### config.mk
export PLATFORM = sky130hd
export DESIGN_NAME = sgate_top
export DESIGN_NICKNAME = d
export VERILOG_FILES = /design/src/rtl/sgate_pkg.sv /design/src/rtl/sgate_cfg.sv /design/src/rtl/sgate_lookup.sv /design/src/rtl/sgate_top.sv
export SDC_FILE = /design/constraint.sdc
export NUM_CORES = 1
export LEC_CHECK = 0
export ABC_AREA = 1
export BUFFER_PORTS_ARGS = -buffer_cell sky130_fd_sc_hd__buf_4
export CORE_AREA = 5 5 94 96
export CTS_BUF_LIST = sky130_fd_sc_hd__clkbuf_8
export DETAILED_ROUTE_END_ITERATION = 6
export DIE_AREA = 0 0 99 101
export PLACE_DENSITY = 0.86
export SYNTH_ARGS = -nofsm -noshare
export SYNTH_HDL_FRONTEND = slang
export SYNTH_SLANG_ARGS = --single-unit
### constraint.sdc
create_clock -name clk -period 3.61 [get_ports clk]
set_clock_uncertainty 0.2 [all_clocks]
set_input_delay 0.361 -clock clk [delete_from_list [all_inputs] [get_ports clk]]
set_output_delay 0.361 -clock clk [all_outputs]
set_load 0.005 [all_outputs]
### src/rtl/sgate_pkg.sv
package sgate_pkg;

  typedef enum logic [1:0] {
    TGT_NONE   = 2'd0,
    TGT_SRAM   = 2'd1,
    TGT_PERIPH = 2'd2
  } tgt_kind_e;

  // Access rule: secure masters need alias == target side,
  // non-secure masters need both alias and target non-secure.
  function automatic logic gate_allow(input logic master_ns,
                                      input logic alias_ns,
                                      input logic target_ns);
    if (master_ns) return alias_ns & target_ns;
    return alias_ns == target_ns;
  endfunction

  // Window decode on the top address bits.
  function automatic tgt_kind_e window_of(input logic [2:0] top_bits);
    case (top_bits)
      3'b001:  return TGT_SRAM;
      3'b010:  return TGT_PERIPH;
      default: return TGT_NONE;
    endcase
  endfunction

endpackage

### src/rtl/sgate_cfg.sv
module sgate_cfg #(
  parameter int SRAM_BLKS = 12,
  parameter int N_PERIPH  = 16,
  parameter logic [N_PERIPH-1:0] LOCK_MASK = 16'h0003,
  localparam int CFG_W = (SRAM_BLKS > N_PERIPH) ? SRAM_BLKS : N_PERIPH
) (
  input  logic                 clk,
  input  logic                 rst_n,
  input  logic                 cfg_wr,
  input  logic                 cfg_sel,
  input  logic [CFG_W-1:0]     cfg_wdata,
  input  logic                 cfg_ns,
  output logic [SRAM_BLKS-1:0] sram_ns,
  output logic [N_PERIPH-1:0]  periph_ns,
  output logic                 cfg_err
);

  logic wr_ok;
  logic wr_bad;

  assign wr_ok  = cfg_wr & ~cfg_ns;
  assign wr_bad = cfg_wr &  cfg_ns;

  always_ff @(posedge clk or negedge rst_n) begin
    if (!rst_n) begin
      sram_ns   <= '0;
      periph_ns <= '0;
      cfg_err   <= 1'b0;
    end else begin
      cfg_err <= wr_bad;
      if (wr_ok && !cfg_sel) sram_ns   <= cfg_wdata[SRAM_BLKS-1:0];
      if (wr_ok &&  cfg_sel) periph_ns <= cfg_wdata[N_PERIPH-1:0] & ~LOCK_MASK;
    end
  end

endmodule

### src/rtl/sgate_lookup.sv
module sgate_lookup
  import sgate_pkg::*;
#(
  parameter int ADDR_W    = 32,
  parameter int SRAM_BLKS = 12,
  parameter int BLK_AW    = 13,
  parameter int N_PERIPH  = 16,
  parameter int PER_AW    = 12,
  localparam int ALIAS_BIT = 28,
  localparam int SRAM_IW   = ALIAS_BIT - BLK_AW,
  localparam int PER_IW    = ALIAS_BIT - PER_AW
) (
  input  logic [ADDR_W-1:PER_AW]  page,
  input  logic [SRAM_BLKS-1:0]    sram_ns,
  input  logic [N_PERIPH-1:0]     periph_ns,
  output tgt_kind_e               kind,
  output logic                    idx_ok,
  output logic                    target_ns,
  output logic                    alias_ns
);

  logic [SRAM_IW-1:0] sram_idx;
  logic [PER_IW-1:0]  per_idx;
  logic               sram_hit;
  logic               sram_bit;
  logic               per_hit;
  logic               per_bit;

  assign kind     = window_of(page[ADDR_W-1:ALIAS_BIT+1]);
  assign alias_ns = page[ALIAS_BIT];
  assign sram_idx = page[ALIAS_BIT-1:BLK_AW];
  assign per_idx  = page[ALIAS_BIT-1:PER_AW];

  always_comb begin
    sram_hit = 1'b0;
    sram_bit = 1'b0;
    for (int i = 0; i < SRAM_BLKS; i++) begin
      if (sram_idx == SRAM_IW'(i)) begin
        sram_hit = 1'b1;
        sram_bit = sram_ns[i];
      end
    end
  end

  always_comb begin
    per_hit = 1'b0;
    per_bit = 1'b0;
    for (int i = 0; i < N_PERIPH; i++) begin
      if (per_idx == PER_IW'(i)) begin
        per_hit = 1'b1;
        per_bit = periph_ns[i];
      end
    end
  end

  always_comb begin
    case (kind)
      TGT_SRAM:   begin idx_ok = sram_hit; target_ns = sram_bit; end
      TGT_PERIPH: begin idx_ok = per_hit;  target_ns = per_bit;  end
      default:    begin idx_ok = 1'b1;     target_ns = 1'b0;     end
    endcase
  end

endmodule

### src/rtl/sgate_top.sv
module sgate_top
  import sgate_pkg::*;
#(
  parameter int ADDR_W    = 32,
  parameter int DATA_W    = 32,
  parameter int SRAM_BLKS = 12,
  parameter int BLK_AW    = 13,
  parameter int N_PERIPH  = 16,
  parameter int PER_AW    = 12,
  parameter logic [N_PERIPH-1:0] LOCK_MASK = 16'h0003,
  localparam int CFG_W = (SRAM_BLKS > N_PERIPH) ? SRAM_BLKS : N_PERIPH
) (
  input  logic                 clk,
  input  logic                 rst_n,
  input  logic                 req_valid,
  input  logic [ADDR_W-1:0]    req_addr,
  input  logic                 req_write,
  input  logic [DATA_W-1:0]    req_wdata,
  input  logic                 req_ns,
  input  logic                 req_dma,
  output logic                 fwd_valid,
  output logic [ADDR_W-1:0]    fwd_addr,
  output logic                 fwd_write,
  output logic [DATA_W-1:0]    fwd_wdata,
  input  logic [DATA_W-1:0]    mem_rdata,
  output logic [DATA_W-1:0]    rsp_rdata,
  output logic                 req_err,
  output logic                 viol_irq,
  output logic                 viol_dma,
  input  logic                 cfg_wr,
  input  logic                 cfg_sel,
  input  logic [CFG_W-1:0]     cfg_wdata,
  input  logic                 cfg_ns,
  output logic                 cfg_err,
  output logic [SRAM_BLKS-1:0] sram_ns,
  output logic [N_PERIPH-1:0]  periph_ns
);

  tgt_kind_e kind;
  logic      idx_ok;
  logic      target_ns;
  logic      alias_ns;
  logic      in_window;
  logic      allow;
  logic      blocked;

  sgate_cfg #(
    .SRAM_BLKS (SRAM_BLKS),
    .N_PERIPH  (N_PERIPH),
    .LOCK_MASK (LOCK_MASK)
  ) u_cfg (
    .clk       (clk),
    .rst_n     (rst_n),
    .cfg_wr    (cfg_wr),
    .cfg_sel   (cfg_sel),
    .cfg_wdata (cfg_wdata),
    .cfg_ns    (cfg_ns),
    .sram_ns   (sram_ns),
    .periph_ns (periph_ns),
    .cfg_err   (cfg_err)
  );

  sgate_lookup #(
    .ADDR_W    (ADDR_W),
    .SRAM_BLKS (SRAM_BLKS),
    .BLK_AW    (BLK_AW),
    .N_PERIPH  (N_PERIPH),
    .PER_AW    (PER_AW)
  ) u_lookup (
    .page      (req_addr[ADDR_W-1:PER_AW]),
    .sram_ns   (sram_ns),
    .periph_ns (periph_ns),
    .kind      (kind),
    .idx_ok    (idx_ok),
    .target_ns (target_ns),
    .alias_ns  (alias_ns)
  );

  assign in_window = (kind != TGT_NONE);
  assign allow     = !in_window || (idx_ok && gate_allow(req_ns, alias_ns, target_ns));
  assign blocked   = req_valid & ~allow;

  assign fwd_valid = req_valid & allow;
  assign fwd_addr  = req_addr;
  assign fwd_write = req_write & allow;
  assign fwd_wdata = req_wdata;
  assign rsp_rdata = allow ? mem_rdata : '0;
  assign req_err   = blocked;

  always_ff @(posedge clk or negedge rst_n) begin
    if (!rst_n) begin
      viol_irq <= 1'b0;
      viol_dma <= 1'b0;
    end else begin
      viol_irq <= blocked;
      if (blocked) viol_dma <= req_dma;
    end
  end

endmodule

After elaboration in Yosys (flattened, before gate mapping)
Index checks and enable logic that the tools add are counted.
Cells by class
  eq/ne operators: 31
  mux-type cells: 61
  bitwise logic cells: 8
  reductions and logical operators: 9
Operator list (number)
  $eq A16 B4 Y1 const B: 8
  $eq A16 B3 Y1 const B: 4
  $eq A15 B3 Y1 const B: 4
  $eq A15 B4 Y1 const B: 4
  $mux W1: 57
  $eq A16 B2 Y1 const B: 2
  $mux W32: 1
  $eq A15 B2 Y1 const B: 2
  $eq A16 B1 Y1 const B: 1
  $logic_not A16 Y1: 1
  $eq A15 B1 Y1 const B: 1
  $logic_not A15 Y1: 1
  $and A1 B1 Y1: 6
  $pmux W1 S2: 2
  $pmux W2 S2: 1
  $eq A3 B1 Y1 const B: 1
  $eq A3 B2 Y1 const B: 1
  $logic_and A1 B1 Y1: 3
  $eq A2 B1 Y1 const B: 1
  $eq A2 B2 Y1 const B: 1
  $logic_not A1 Y1: 2
  $not A1 Y1: 2
  $reduce_bool A2 Y1: 1
  $eq A1 B1 Y1: 1
  $logic_or A1 B1 Y1: 1
Word-level totals
  flip-flop bits (word level): 29
  bits of input ports: 121
  output and inout bits: 130

Depth between registers and ports, before layout
Gate-level depths: netlist (run 1).
  depth in word-level cells: 23
  gate-level depth with buffers: 26
  depth with buffers taken out: 26

By module
A second synthesis (run 1) with hierarchy kept.
Second synthesis, totals
  cell total of the unflattened synthesis: 472
  area total of the unflattened synthesis: 3203.1 um^2
By module, submodules not included
  sgate_cfg: instances 1, cells each 124, area each 1151.1 um^2, sequential area each 675.6 um^2
  sgate_top: instances 1, cells each 151, area each 1072.3 um^2, sequential area each 50.0 um^2
  sgate_lookup: instances 1, cells each 197, area each 979.7 um^2, sequential area each 0.0 um^2

Least setup slack after synthesis (run 1)
No wires, ideal clock.
  path type: in2out
  start point: input req_addr[22]
  end point: output rsp_rdata[10]
  data arrival time: 2.334 ns
  data required time: 3.049 ns
  path slack: 0.715 ns
  cell stages on the path: 22
  buffers on the path: 1
  path through: inv_1 > nand2_1 > nor2_4 > nand2_2 > inv_4 > nand2_1 > nor3_1 > inv_1 > nand2_1 > a21oi_1 > nand2_1 > nand2_1 > nand2_1 > nand2_1 > a21oi_2 > ha_1 > o21ai_0 > nand2_2 > nand2_4 > inv_6 > buf_12 > nor2_4
On the way
  word-level cells in the longest chain between the ends: 22
  elaborated cells on any way between the ends: 91
  classes of those cells: 27 x eq/ne; 59 x mux; 1 x bitwise; 4 x reduce/logical
Ends and longest elaborated chain
  start, declared: line sgate_top.sv:16  | input logic [ADDR_W-1:0] req_addr,
  $eq A16 B2 Y1: line sgate_lookup.sv:49  | if (per_idx == PER_IW'(i)) begin
  $mux W1 (14 in a row): line sgate_lookup.sv:49
  $pmux W1 S2: line sgate_lookup.sv:57  | case (kind)
  $and A1 B1 Y1: line sgate_pkg.sv:14  | if (master_ns) return alias_ns & target_ns;
  $mux W1: line sgate_pkg.sv:14
  $mux W1: line sgate_pkg.sv:15  | return alias_ns == target_ns;
  $logic_and A1 B1 Y1 *: line sgate_top.sv:80  | assign allow = !in_window || (idx_ok && gate_allow(req_ns, alias_ns, target_ns));
  $logic_or A1 B1 Y1 *: line sgate_top.sv:80
  $mux W32 *: line sgate_top.sv:87  | assign rsp_rdata = allow ? mem_rdata : '0;
  end, declared: line sgate_top.sv:26  | output logic [DATA_W-1:0] rsp_rdata,
Mark *: on every way between the ends. The rest lies on a longest branch, timed or not. The select of a mux whose other input is x is not followed.

Worst setup path after layout (run 1)
  start point: input req_addr[18]
  end point: output rsp_rdata[31]
The elaborated chain is that of the path after synthesis.

==> results of run 1 <==
[metrics by stage]
stage                     hold WS, ns  std cells  utilization  cell area (um^2)
after floorplan                -0.135        388            -              2880
after global placement         0.0993        579        0.456              3640
after detailed placement        0.104        579        0.456              3640
after CTS                      0.0750        587        0.469              3740
after global routing           0.0954        590        0.474              3780
final                          0.0801        590        0.474              3780
[synth_stat cells (all sizes together)]
master,n
a21boi,2
a21o,1
a21oi,4
a311oi,1
buf,70
clkbuf,5
conb,1
dfrtp,29
ha,4
inv,78
mux2,6
nand2,62
nand3,8
nand3b,3
nand4,10
nor2,62
nor3,8
nor4,1
o211ai,4
o21ai,25
o22ai,2
o41ai,1
[state kept, by name (all words and copies together), names as in the netlist]
name,flops
u_cfg.cfg_err,1
u_cfg.periph_ns,14
u_cfg.sram_ns,12
viol_dma,1
viol_irq,1
[worst max-delay path: cells and delay by family]
kind,cells,cell delay (ns)
adder cells (fa/ha/maj),1,0.23
buffers and inverters,3,0.39
AND/OR/NAND/NOR,19,1.55
AO/OA/AOI/OAI,2,0.27
[kinds of logic after synthesis]
| group | after synthesis | synth area share |
|---|---|---|
| multiplexers | 6 | 0.0235 |
| AO/OA/AOI/OAI | 40 | 0.0805 |
| buffers and inverters | 153 | 0.307 |
| adder cells (fa/ha/maj) | 4 | 0.0174 |
| other | 1 | 0.00130 |
| AND/OR/NAND/NOR | 154 | 0.318 |
| flip-flops | 29 | 0.252 |
[repair_timing]
action                                 4_1_cts  5_1_grt
buffers inserted                             0        3
setup endpoints to repair                    1       34
pin swaps                                    0        2
endpoints found under the hold margin       29        0
resized for setup                            1        5
hold buffers                                 1        0
[layout make-up]
type / instances / area [um^2] / share of cell area
multi-input cells: 206 / 1280 / 0.338
repair buffers: 165 / 1240 / 0.328
flip-flops and latches: 29 / 726 / 0.192
inverters: 78 / 312 / 0.0825
well taps: 105 / 131 / 0.0348
clock buffers: 6 / 82.6 / 0.0219
clock inverters: 1 / 7.51 / 0.00199
[metal layers]
metal / GRT usage / part of all wire / vias up
met1: 0.184 / 0.38 / 1209
met3: 0.0374 / 0.075 / 20
met5: 0 / 0 / -
met2: 0.279 / 0.52 / 111
li1: - / - / 1310
met4: 0.0546 / 0.023 / 0
[worst max-delay path by stage]
stage,endpoint,slack (ns),cells past startpoint
floorplan,rsp_rdata[10],0.71,22
global placement,fwd_write,0.19,23
detailed placement,rsp_rdata[31],0.1,26
CTS,rsp_rdata[31],0.11,22
global route,rsp_rdata[31],0.02,25
finish,rsp_rdata[31],0.24,25
[power by group through the flow]
stage | clock network [mW] | logic, mW | registers, mW
6_report | 0.269 | 0.419 | 0.427
5_1_grt | 0.290 | 0.460 | 0.435
4_1_cts | 0.277 | 0.423 | 0.427
3_5_place_dp | 0 | 0.420 | 0.432
3_3_place_gp | 0 | 0.409 | 0.432
2_1_floorplan | 0 | 0.228 | 0.422
==> results.tsv, run 1 <==
stage	metric	value	unit
cts	cts-htree-levels	2	
sta	finalHoldViolations	0	
hold_path	min-delay-path-class	primary input to flop	
drt	routedWlPerCell	14.5	um
floorplan	die_wd	99	um
final_layout	diodes	0	
sta	finalMaxSlewViolations	0	
setup_path	crit_arrival	2.81	ns
global_route	grt_start_max_net_pins	35	
global_route	globalRoute.totalOverflow	0	
global_route	globalRouteTotalUtil	0.157	
final_layout	mostFrequentLayoutCell	buf_4	
cts	clkSlewWorstSetupHoldPaths	0.06	ns
global_route	number_of_global_route_vias_before_repair	2528	
power_and_ir_drop	total_power	1.12	mW
sta	setup-tns-final	0	ns
synthesis	synth-seq-area-share	0.252	
sta	minimum_setup_slack_in_the_final_design	0.241	ns
floorplan	core	7970	um^2
synthesis	yosysTopAreaCell	dfrtp_1	
power_and_ir_drop	power_density	295	nW/um^2
hold_path	worstHoldStart	cfg_ns	
setup_path	rrSetupSlack	0.99	ns
drt	route.antenna.remaining_nets	0	
setup_path	worst-setup-path-type	primary input to output port	
hold_path	worst_hold_path.endpoint	u_cfg.cfg_err$_DFF_PN0_	
floorplan	row_count	33	
synthesis	ys_types	33	
synthesis	synthDominantCellAreaShare	0.252	
final_layout	nNetsFinal	610	
global_route	global_route_wire_length_before_repair	12.7	mm
sta	max_clock_freq	0.297	GHz
sta	timing.final.crit_period	3.37	ns
drt	detail_route.iter0.violations	82	
placed_design	post-place-ws	0.0970	ns
cts	master_cell_of_the_clock_root_buffer	clkbuf_8	
setup_path	critical_path_peak_fanout	34	
floorplan	initial_core_util	0.361	
floorplan	die-area	10000	um^2
sta	rsz0062_at_grt	false	
placed_design	dp.final_hpwl	7.19	mm
power_and_ir_drop	cell_internal_pwr	760	uW
drt	wirelength	8.54	mm
setup_path	worst_path_largest_cell_delay	0.23	ns
power_and_ir_drop	power_spent_charging_and_discharging_nets	356	uW
synthesis	number_of_standard_cells_after_synthesis	387	
setup_path	cp-end-kind	output port	
floorplan	die_h	101	um
final_layout	area_delta_synth_final	31.4	%
drt	count_of_unresolved_drc_violations_after_routing	0	
drt	firstDrtPassIters	4	
final_layout	fillCellCount	786	
setup_path	crit_start_category	primary input	
sta	finalSetupViolCount	0	
cts	clk-insertion-delay-late	0.28	ns
synthesis	yosysWarningCount	0	
final_layout	most-common-layout-cells	buf_4 (164), inv_1 (75), nand2_1 (58)	
run	max-cap-violations	0	
power_and_ir_drop	switching_portion_of_total_power	0.319	
power_and_ir_drop	power.leakage	2.06	nW
sta	timing.final.crit_share	0.933	
power_and_ir_drop	power.combinational.fraction	0.376	
cts	cts_tree	built	
sta	worst-slew-pin-transition	0.804	ns
power_and_ir_drop	seq_power_share	0.383	
setup_path	cp.required	3.05	ns
placed_design	portBuffers	160	
synthesis	synth-seq-cells	29	
placed_design	routabilityCongestion	0.839	
global_route	grt_antenna_before_repair	0	
power_and_ir_drop	share_clk_of_total_power	0.241	
synthesis	netlist_top_cells_area	dfrtp_1 (25%), buf_4 (17%), nor2_4 (13%)	
drt	avgViaCountPerCell	4.49	
setup_path	timing.critical_path.slowest_stage_cell	ha_1	
final_layout	drive_gt1_frac	0.460	
synthesis	synth_area	2880	um^2
status	status	completed	
setup_path	path_common_cell	nand2_1	
cts	numCtsBuffers	5	
hold_path	timing.hold.worst_path_depth	3	
cts	clkSinkCount	29	
cts	clock_tree.buffer_depth	2	
setup_path	crit-reg2reg-capture	viol_dma$_DFFE_PN0P_	
power_and_ir_drop	peakVddDrop	0.000255	V
drt	vias	2650	
setup_path	worst-r2r-cell-count	22	
synthesis	avgSynthCellArea	7.43	um^2
sta	maxSlewHeadroom	0.462	
setup_path	origin_of_the_critical_flop_to_flop_path	u_cfg.sram_ns[1]$_DFFE_PN0P_	
setup_path	timing.critical_path.from	req_addr[18]	
floorplan	ios	251	
Power figures use the tool's default switching activity.
==> inputs of run 2 (changes only) <==
- ABC_AREA: 1 -> default
- PLACE_DENSITY: 0.86 -> 0.76
==> run 2 against run 1 <==
Compared with the run above:
- critical endpoint is now rsp_rdata[12]
- sequential power rose by 2%
- non-clock buffer count down 3
- die area unchanged
- worst setup slack worse by 0.045 ns
==> results.tsv, run 2 <==
stage	metric	value	unit
status	status	completed	
global_route	grt_antenna_before_repair	0	
placed_design	dp.final_hpwl	6.89	mm
synthesis	synth_area	2260	um^2
drt	firstDrtPassIters	4	
synthesis	avgSynthCellArea	9.78	um^2
cts	clock_tree.buffer_depth	2	
placed_design	post-place-ws	0.118	ns
final_layout	largest_registers	u_cfg.periph_ns x14, u_cfg.sram_ns x12	
final_layout	multi_input_area	980	um^2
drt	wirelength	7.94	mm
cts	numCtsBuffers	5	
sta	timing.final.crit_share	0.946	
drt	vias	1933	
final_layout	most-common-layout-cells	buf_4 (160), nor2b_1 (34), mux2_2 (29), dfrtp_1 (29), mux2i_1 (7)	
hold_path	min-delay-path-class	primary input to flop	
hold_path	timing.hold.worst_path_depth	2	
sta	finalMaxSlewViolations	0	
setup_path	crit_arrival	2.85	ns
final_layout	seqCellArea	726	um^2
drt	count_of_unresolved_drc_violations_after_routing	0	
floorplan	row_count	33	
sta	worst-slew-pin-transition	0.970	ns
floorplan	die-area	10000	um^2
drt	wirelength_met1	2.76	mm
drt	avgViaCountPerCell	4.46	
setup_path	critical-path-top-delay-family	simple AND/OR/NAND/NOR gates	
setup_path	path_cells	buf_4 -> or3b_2 -> inv_1 -> ha_1 -> and3_1 -> nand4_1 -> a311oi_2 -> ha_1 -> o21ai_1 -> a21oi_2 -> buf_12 -> nor2b_1 -> buf_4	
global_route	global_route_wire_length_before_repair	11.3	mm
setup_path	timing.critical_path.slowest_stage_cell	or3b_2	
sta	finalSetupViolCount	0	
power_and_ir_drop	total_power	1.09	mW
synthesis	synth-seq-cells	29	
synthesis	yosysTopAreaCell	dfrtp_1	
sta	minimum_setup_slack_in_the_final_design	0.196	ns
placed_design	portBuffers	160	
final_layout	mostFrequentLayoutCell	buf_4	
drt	detail_route.iter0.violations	58	
placed_design	routabilityCongestion	0.841	
synthesis	yosysMostFrequentCell	buf_4	
final_layout	fillCellCount	779	
global_route	globalRoute.totalOverflow	0	
sta	timing.final.crit_period	3.41	ns
global_route	globalRouteTotalUtil	0.144	
power_and_ir_drop	power.leakage	1.57	nW
drt	highest-signal-layer	met4	
synthesis	ys_types	38	
final_layout	drive_gt1_frac	0.628	
cts	clkSinkCount	29	
setup_path	cp-end-kind	output port	
global_route	number_of_global_route_vias_before_repair	1959	
drt	routedWlPerCell	18.3	um
final_layout	number_of_flip_flops_in_the_largest_register	14	
setup_path	worst-r2r-cell-count	9	
global_route	grt_start_max_net_pins	35	
final_layout	area_delta_synth_final	40.6	%
cts	clkSlewWorstSetupHoldPaths	0.06	ns
drt	met3WireLength	704	um
cts	cts-htree-levels	2	
floorplan	initial_core_util	0.284	
sta	setup-tns-final	0	ns
synthesis	synth_enable_flop_cells	0	
run	max-cap-violations	0	
sta	finalHoldViolations	0	
floorplan	ios	251	
setup_path	crit_start_category	primary input	
floorplan	die_h	101	um
floorplan	core	7970	um^2
sta	maxSlewHeadroom	0.351	
synthesis	synth-seq-area-share	0.321	
power_and_ir_drop	power_density	343	nW/um^2
synthesis	dominantRegCellSynth	dfrtp_1	
drt	route.antenna.remaining_nets	0	
final_layout	diodes	0	
synthesis	async_reset_ff_frac	1.00	
sta	rsz0062_at_grt	false	
sta	max_clock_freq	0.293	GHz
setup_path	worst_path_largest_cell_delay	0.51	ns
cts	clk-insertion-delay-late	0.28	ns
setup_path	cp.required	3.05	ns
setup_path	critical_path_cell_count	13	
setup_path	critical_path_peak_fanout	34	
power_and_ir_drop	peakVddDrop	0.000325	V
cts	master_cell_of_the_clock_root_buffer	clkbuf_8	
synthesis	yosysWarningCount	0	
floorplan	die_wd	99	um
cts	postCtsSetupRepairBufs	0	
synthesis	synth_top_cells_by_count	buf_4 (68), nor2b_1 (34), dfrtp_1 (29), mux2_2 (29), mux2i_1 (7)	
drt	met2RoutedLength	4.41	mm
setup_path	path_buf_inv	4	
synthesis	number_of_standard_cells_after_synthesis	231	
synthesis	synthDominantCellAreaShare	0.321	
final_layout	largest-register	u_cfg.periph_ns	
cts	cts_tree	built	
setup_path	worst-setup-path-type	primary input to output port	
final_layout	nNetsFinal	452	
synthesis	netlist_top_cells_area	dfrtp_1 (32%), buf_4 (23%), mux2_2 (14%)	
-- run 2: cell count changes after synthesis, moves of 20 or more --
cell	previous run	this run
nor2b_1	0	34
nand2_1	58	4
nor2_4	34	0
o21ai_0	24	4
mux2_2	6	29
inv_1	75	5
nor2_1	27	6
-- run 2: path summary, 6_finish.rpt --
check	from	to	slack, ns
max in group asynchronous	rst_n	viol_dma$_DFFE_PN0P_	2.60
max	req_addr[29]	rsp_rdata[12]	0.20
min in group asynchronous	rst_n	u_cfg.periph_ns[12]$_DFFE_PN0P_	0.34
min reg2reg	viol_dma$_DFFE_PN0P_	viol_dma$_DFFE_PN0P_	0.31
max reg2reg	u_cfg.sram_ns[5]$_DFFE_PN0P_	viol_dma$_DFFE_PN0P_	0.88
min	cfg_wdata[14]	u_cfg.periph_ns[14]$_DFFE_PN0P_	0.11
-- run 2: stage by stage --
step	util	instances	area, um^2	hold WS, ns
6_report	0.399	433	3180	0.113
5_1_grt	0.399	433	3180	0.106
4_1_cts	0.398	433	3170	0.102
3_5_place_dp	0.386	424	3070	0.104
3_3_place_gp	0.386	424	3070	0.102
2_1_floorplan	-	232	2260	-0.135
-- run 2: layout make-up --
| type | instances | share of cell area |
|---|---|---|
| Inverter | 6 | 0.00709 |
| Multi-Input combinational cell | 123 | 0.308 |
| Clock buffer | 5 | 0.0217 |
| Timing Repair Buffer | 162 | 0.388 |
| Clock inverter | 3 | 0.00551 |
| Sequential cell | 29 | 0.228 |
| Tap cell | 105 | 0.0414 |
-- run 2: cells by family (layout without fill, tap and decap cells) --
group                      count (synthesis)  in the layout  synth area share
adders and majority gates                  4              4            0.0221
DFF                                       29             29             0.321
buffers and inverters                     80            176             0.252
muxes                                     37             37             0.185
other                                      1              2           0.00166
and+or+nand+nor                           63             63             0.166
AOI/OAI and AO/OA                         17             17            0.0515
-- run 2: power breakdown --
part / switching, mW / leakage [nW] / internal, mW
Combinational: 0.143 / 1.18 / 0.256
Sequential: 0.0505 / 0.346 / 0.385
Clock: 0.121 / 0.0439 / 0.133
-- run 2: metal layers --
layer | global-route usage | vias up
met5 | 0 | -
met4 | 0.0347 | 0
met3 | 0.0415 | 10
met2 | 0.270 | 111
met1 | 0.159 | 914
li1 | - | 898
-- run 2: worst register-to-register path: stages (launching register included) --
cell,delay [ns]
dfrtp_1,0.40
mux2_2,0.28
nand3_1,0.08
a21oi_1,0.06
o311ai_0,0.41
a311oi_2,0.17
ha_1,0.30
o21ai_1,0.09
a21oi_1,0.27
mux2_2,0.37
-- run 2: timing repair --
action	4_1_cts	5_1_grt
gates resized for setup	0	2
hold buffers	1	0
hold endpoints to repair	29	0
setup endpoints to repair	0	33
==> inputs of run 3 (changes only) <==
--- a/config.mk
+++ b/config.mk
@@ -9,3 +9,3 @@
 export CORE_AREA = 5 5 94 96
-export CTS_BUF_LIST = sky130_fd_sc_hd__clkbuf_8
+export CTS_BUF_LIST = sky130_fd_sc_hd__clkbuf_8 sky130_fd_sc_hd__clkbuf_16
 export DETAILED_ROUTE_END_ITERATION = 6
--- a/constraint.sdc
+++ b/constraint.sdc
@@ -4,2 +4,2 @@
 set_output_delay 0.361 -clock clk [all_outputs]
-set_load 0.005 [all_outputs]
+set_load 0.02 [all_outputs]
==> run 3 against run 2 <==
Compared with the run above:
- combinational power is 32% higher
- maximum frequency is 2.0% lower
- utilization is 0.24 points higher
- non-clock buffer count stayed put
- final cell count stayed put
- worst hold slack better by 0.00093 ns
- critical path depth stayed put
- sequential power hardly changed
- global-route usage is 0.24 points higher
- worst setup slack worse by 0.069 ns
==> results.tsv, run 3 (synthesis results as in run 2) <==
stage	metric	value	unit
placed_design	post-place-ws	0.0587	ns
floorplan	initial_core_util	0.284	
drt	vias	1931	
drt	count_of_unresolved_drc_violations_after_routing	0	
cts	clock_tree.buffer_depth	2	
final_layout	number_of_flip_flops_in_the_largest_register	14	
power_and_ir_drop	peakVddDrop	0.000327	V
sta	maxSlewHeadroom	0.325	
global_route	globalRouteTotalUtil	0.146	
drt	avgViaCountPerCell	4.46	
drt	firstDrtPassIters	4	
setup_path	cp-end-kind	output port	
floorplan	die_h	101	um
setup_path	cp.required	3.05	ns
sta	max_clock_freq	0.287	GHz
cts	cts_tree	built	
global_route	global_route_wire_length_before_repair	11.4	mm
drt	route.antenna.remaining_nets	0	
global_route	grt_antenna_before_repair	0	
sta	timing.final.crit_share	0.965	
drt	routedWlPerCell	18.6	um
cts	clk-insertion-delay-late	0.28	ns
placed_design	dp.final_hpwl	6.89	mm
final_layout	drive_gt1_frac	0.631	
placed_design	placedInstanceArea	3070	um^2
sta	finalHoldViolations	0	
final_layout	diodes	0	
power_and_ir_drop	power.leakage	1.58	nW
sta	timing.final.crit_period	3.48	ns
floorplan	die_wd	99	um
cts	numCtsBuffers	5	
setup_path	worst-setup-path-type	primary input to output port	
power_and_ir_drop	seq_power_share	0.348	
drt	detail_route.iter0.violations	53	
final_layout	most-common-layout-cells	buf_4 (160), nor2b_1 (34), mux2_2 (29), dfrtp_1 (29)	
cts	postCtsSetupRepairBufs	0	
final_layout	stdcell_area	3200	um^2
floorplan	ios	251	
setup_path	crit_arrival	2.92	ns
global_route	number_of_global_route_vias_before_repair	1960	
global_route	globalRoute.totalOverflow	0	
power_and_ir_drop	switching_portion_of_total_power	0.344	
sta	finalSetupViolCount	0	
power_and_ir_drop	power.combinational.fraction	0.420	
cts	clkSlewWorstSetupHoldPaths	0.06	ns
setup_path	critical_path_peak_fanout	34	
final_layout	share_of_the_core_filled_with_cells	0.401	
floorplan	row_count	33	
hold_path	min-delay-path-class	primary input to flop	
status	status	completed	
final_layout	area_delta_synth_final	41.4	%
final_layout	largest_registers	u_cfg.periph_ns x14, u_cfg.sram_ns x12	
run	max-cap-violations	0	
final_layout	mostFrequentLayoutCell	buf_4	
final_layout	nNetsFinal	452	
power_and_ir_drop	cell_internal_pwr	820	uW
cts	clkSinkCount	29	
floorplan	die-area	10000	um^2
sta	rsz0062_at_grt	false	
cts	cts-htree-levels	2	
power_and_ir_drop	power_density	391	nW/um^2
placed_design	routabilityCongestion	0.840	
global_route	grt_start_max_net_pins	35	
power_and_ir_drop	share_clk_of_total_power	0.232	
floorplan	core	7970	um^2
sta	finalMaxSlewViolations	0	
sta	setup-tns-final	0	ns
setup_path	crit_start_category	primary input	
sta	minimum_setup_slack_in_the_final_design	0.126	ns
sta	worst-slew-pin-transition	1.01	ns
drt	wirelength	8.07	mm
power_and_ir_drop	power_spent_charging_and_discharging_nets	431	uW
placed_design	portBuffers	160	
cts	master_cell_of_the_clock_root_buffer	clkbuf_8	
final_layout	largest-register	u_cfg.periph_ns	
-- run 3: per-stage QoR --
stage	hold WS, ns	total power, mW	std cells
finish	0.113	1.25	433
global route	0.106	1.31	433
CTS	0.104	1.27	433
detailed placement	0.104	0.970	424
global placement	0.103	0.962	424
floorplan	-0.135	0.779	232
-- run 3: worst max-delay path: stages --
cell      delay [ns]
buf_4           0.12
or3b_2          0.51
inv_1           0.08
ha_1            0.16
and3_1          0.16
nand4_1         0.11
a311oi_2        0.31
ha_1            0.28
o21ai_2         0.18
a21oi_2         0.09
buf_12          0.18
nor2b_1         0.19
buf_4           0.18
-- run 3: layout make-up --
type | instances | area [um^2]
clock buffers | 7 | 96.3
clock inverters | 1 | 5.00
fillers | 804 | 4770
inverters | 6 | 22.5
multi-input cells | 123 | 983
flip-flops and latches | 29 | 726
well taps | 105 | 131
repair buffers | 162 | 1230
-- run 3: what timing repair did --
action | 4_1_cts | 5_1_grt
setup endpoints to repair | 0 | 34
hold buffers | 1 | 0
gates resized for setup | 0 | 4
endpoints found under the hold margin | 29 | 0
-- run 3: final timing paths --
kind	slack, ns	cells after the start	from	end
worst max-delay path	0.13	13	req_addr[29]	rsp_rdata[13]
worst min-delay path	0.11	2	cfg_wr	u_cfg.cfg_err$_DFF_PN0_
worst max register to register	0.93	9	u_cfg.sram_ns[11]$_DFFE_PN0P_	viol_dma$_DFFE_PN0P_
worst min register to register	0.32	1	viol_dma$_DFFE_PN0P_	viol_dma$_DFFE_PN0P_
max in group asynchronous	2.58	2	rst_n	u_cfg.sram_ns[11]$_DFFE_PN0P_
min in group asynchronous	0.35	2	rst_n	u_cfg.periph_ns[12]$_DFFE_PN0P_
-- run 3: power by group through the flow --
stage | clock [mW] | combinational, mW | sequential (mW)
floorplan | 0 | 0.277 | 0.502
global placement | 0 | 0.522 | 0.440
detailed placement | 0 | 0.529 | 0.441
CTS | 0.301 | 0.531 | 0.436
global route | 0.311 | 0.559 | 0.445
finish | 0.290 | 0.526 | 0.435
-- run 3: metal layers --
layer | GRT usage | routed length (um)
met4 | 0.0410 | 108
met5 | 0 | 0
met2 | 0.273 | 4490
met1 | 0.160 | 2700
met3 | 0.0443 | 777
